===== config.mk =====
export PLATFORM = sky130hd
export DESIGN_NAME = mitchell_iter_mul4
export DESIGN_NICKNAME = d
export VERILOG_FILES = /design/src/rtl/mitchell_iter_mul4.sv
export SDC_FILE = /design/constraint.sdc
export NUM_CORES = 1
export LEC_CHECK = 0
export BUFFER_PORTS_ARGS = -buffer_cell sky130_fd_sc_hd__buf_4
export CAP_MARGIN = 0
export CORE_UTILIZATION = 51
export DETAILED_ROUTE_END_ITERATION = 16
export PLACE_DENSITY = 0.74
export SLEW_MARGIN = 20
export SYNTH_ARGS = -nofsm -noshare
export SYNTH_HDL_FRONTEND = slang
export SYNTH_SLANG_ARGS = --single-unit
export TNS_END_PERCENT = 1

===== constraint.sdc =====
create_clock -name clk -period 1.02 [get_ports clk]
set_input_delay 0.102 -clock clk [delete_from_list [all_inputs] [get_ports clk]]
set_output_delay 0.102 -clock clk [all_outputs]
set_load 0.05 [all_outputs]

===== src/rtl/mitchell_iter_mul4.sv =====
module mitchell_iter_mul4 #(
  parameter int WIDTH  = 4,
  parameter int STAGES = 4
) (
  input  logic               clk,
  input  logic               rst_n,
  input  logic               in_valid,
  input  logic [WIDTH-1:0]   opa,
  input  logic [WIDTH-1:0]   opb,
  output logic               out_valid,
  output logic [2*WIDTH-1:0] product
);
  localparam int PW = 2 * WIDTH;
  localparam int KW = (WIDTH > 1) ? $clog2(WIDTH) : 1;

  function automatic logic [KW-1:0] lead_one(input logic [WIDTH-1:0] v);
    logic [KW-1:0] pos;
    pos = '0;
    for (int i = 0; i < WIDTH; i++)
      if (v[i]) pos = KW'(i);
    return pos;
  endfunction

  logic [WIDTH-1:0] res_a [STAGES+1];
  logic [WIDTH-1:0] res_b [STAGES+1];
  logic [PW-1:0]    acc   [STAGES+1];

  assign res_a[0] = opa;
  assign res_b[0] = opb;
  assign acc[0]   = '0;

  for (genvar g = 0; g < STAGES; g++) begin : g_stage
    logic [KW-1:0]    k1, k2;
    logic [KW:0]      ksum;
    logic             zero;
    logic [WIDTH-1:0] top_a, top_b, rem_a, rem_b;
    logic [PW-1:0]    pow, sh_a, sh_b, term;

    assign k1    = lead_one(res_a[g]);
    assign k2    = lead_one(res_b[g]);
    assign zero  = ~|res_a[g] | ~|res_b[g];
    assign top_a = WIDTH'(1) << k1;
    assign top_b = WIDTH'(1) << k2;
    assign rem_a = res_a[g] ^ top_a;
    assign rem_b = res_b[g] ^ top_b;
    assign ksum  = {1'b0, k1} + {1'b0, k2};
    assign pow   = PW'(1) << ksum;
    assign sh_a  = PW'(rem_a) << k2;
    assign sh_b  = PW'(rem_b) << k1;
    assign term  = zero ? '0 : pow + sh_a + sh_b;

    assign res_a[g+1] = zero ? '0 : rem_a;
    assign res_b[g+1] = zero ? '0 : rem_b;
    assign acc[g+1]   = acc[g] + term;
  end

  always_ff @(posedge clk or negedge rst_n) begin
    if (!rst_n) begin
      product   <= '0;
      out_valid <= 1'b0;
    end else begin
      out_valid <= in_valid;
      if (in_valid) product <= acc[STAGES];
    end
  end
endmodule


==> results.toml <==
[die]
rows = 31
core_area_um2 = 7330
die_w_um = 89.5
initial_core_util_pct = 53.3
num_io_pins = 20
dieArea_um2 = 8020
die_h_um = 89.5

[route]
viasPerCell = 5.46
drt-initial-drc-count = 219
first_pass_iters = 8
ant_nets = 0
drc = 0
wl_per_cell_um = 15.5
wirelength_mm = 11.2
vias = 3942

[worst_setup_path]
cpPeakStageDelay_ps = 570
cpMostUsedCell = "fa_1"
cp_slowest_cell = "or4_4"
required_ps = 1130
startpoint_type = "input port"
cp.arrival_ps = 6050
worstSetupPathType = "in2reg"
path_max_fanout = 4
crit_buf_inv = 5
end_kind = "flop"
cp_top_family = "adder cells"

[sta]
maxSlewViolCount = 0
worstMarginPinSlew_ps = 547
fin_crit_sh_pct = 582
finalSetupViolations = 8
slew-limit-headroom_pct = 63.3
min_period_ps = 5940
rsz0062_at_grt = "true"
finalWorstSetupSlack_ps = -4920
fin_skew_ps = 0
fmax_mhz = 168
finalHoldViolCount = 0

[cts]
cts.clk_slew.worst_paths_ps = 40
clk_latency_ps = 230
cts_max_path_buffers = 2
cts_root_buf = "clkbuf_8"
cts_buffers = 3
cts_tree = "built"
htree_num_levels = 1
cts_sinks = 9

[placement]
dp_hpwl_mm = 8.26
io_buffer_count = 19
gp_congestion = 0.904
dpl_cell_area_um2 = 5020

[status]
violations = "negative setup slack"
status = "finished with violations"

[global_route]
grt_start_max_net_pins = 15
grt_overflow = 0
track_usage_pct = 28.7
antenna_found_initial = 0
grt_pass1_wl_mm = 17.8
grt_pass1_vias = 4119

[cells_and_area]
drive_gt1_share_pct = 37.1
fillCellCount = 491
synthToLayoutAreaGrowth_pct = 41.0
diodes = 0
multi_input_area_um2 = 3860
nets = 720
seq_area_um2 = 225
fin_area_um2 = 5510
final_core_util_pct = 75.2

[synth]
async_reset_ff_share_pct = 100
synth_area_leaders = "fa_1 (26%), ha_1 (11%), inv_1 (6.5%)"
ys_types = 61
synthFlopType = "dfrtp_1"
postSynthAreaPerCell_um2 = 8.16
yosysTopAreaCellShare_pct = 25.6
yosys_register_bits = 9
seq_area_frac_synth_pct = 5.76
synth_top_cell_by_area = "fa_1"
synth_edf_count = 0
yosysMostFrequentCell = "inv_1"
syn_inst = 479
synth_warnings = 0
syn_area_um2 = 3910
ys_top_cells_by_count = "inv_1 (68), fa_1 (50), nand2_1 (40)"

[worst_hold_path]
hp-class = "in2reg"

[power]
vdd_drop_max_mv = 0.727
power.switching_mw = 3.43
comb_power_share_pct = 85.4
pwr-share-seq_pct = 8.8
pwr_density_cell_nw_per_um2 = 1270
p_sw_share_pct = 48.9
pwr-share-clk_pct = 5.7
internal_power_mw = 3.59
p_leak_nw = 2.87

[run]
max_cap_viol_count = 0
path summary, 6_finish.rpt:
path                            start    endpoint  slack [ps]  cells past startpoint
max                            opb[0]  product[7]       -4920                     26
min                          in_valid   out_valid          90                      1
max reg2reg                product[1]  product[1]         220                      1
min reg2reg                product[5]  product[5]         490                      1
max in group asynchronous       rst_n   out_valid         650                      2
min in group asynchronous       rst_n  product[5]         230                      2
registers in the layout (all words and copies together), names as in the netlist:
signal / count
out_valid: 1
product: 8
metrics by stage:
stage	hold WS, ps	instances	TNS (ps)	setup slack [ps]	power, mW
4_1_cts	80.7	721	-30170	-4800	6.64
3_3_place_gp	-72.9	709	-34170	-5290	5.62
3_5_place_dp	-69.4	709	-35090	-5440	5.81
2_1_floorplan	-194	513	-33830	-5480	4.26
5_1_grt	80.2	722	-32010	-5110	7.62
6_report	85.3	722	-31030	-4920	7.02
power groups by stage:
| stage | registers (mW) | clock network [mW] | logic (mW) |
|---|---|---|---|
| 4_1_cts | 0.620 | 0.406 | 5.62 |
| 6_report | 0.619 | 0.403 | 6.00 |
| 3_3_place_gp | 0.608 | 0 | 5.02 |
| 3_5_place_dp | 0.615 | 0 | 5.20 |
| 2_1_floorplan | 1.16 | 0 | 3.10 |
| 5_1_grt | 0.635 | 0.433 | 6.55 |
placed cells by master, fill, tap and decap left out, drive strengths merged, types with 8 or more instances in the layout:
cell      n
fa       50
nand3b    9
dfrtp     9
o21ai    19
a21oi    19
inv      68
buf     123
nand2    41
or3       9
nand3    21
nor2     39
ha       35
xnor2    15
xor2     15
nor3      8
a21o     25
conb     36
a211oi   10
cell families after synthesis:
logic type | synth area share (%)
XOR/XNOR | 7.30
flip-flops | 5.76
adder cells (fa/ha/maj) | 37.6
buffers and inverters | 8.90
AND/OR/NAND/NOR | 21.7
multiplexers | 3.10
AO/OA/AOI/OAI | 15.5
other | 0.192
area by class of cell:
class                           count  area share, %
Timing Repair Buffer              124           18.0
Tap cell                           99           2.25
Inverter                           69           4.79
Sequential cell                     9           4.09
Clock buffer                        4          0.817
Multi-Input combinational cell    417           70.0
what timing repair did:
action | 4_1_cts | 5_1_grt
gates resized for setup | 77 | 15
setup endpoints to repair | 8 | 8
hold buffers | 1 | 0
pin swaps | 67 | 16
hold endpoints to repair | 9 | 0
setup buffers | 9 | 1
per-layer routing:
layer / share of wire, % / GRT usage, % / up-vias
met4: 3.4 / 8.80 / 0
met2: 54 / 57.9 / 128
met5: 0 / 0 / -
met1: 39 / 31.4 / 1932
li1: - / - / 1844
met3: 4.2 / 1.94 / 38
Note: power is estimated with default switching activity, not from simulation.
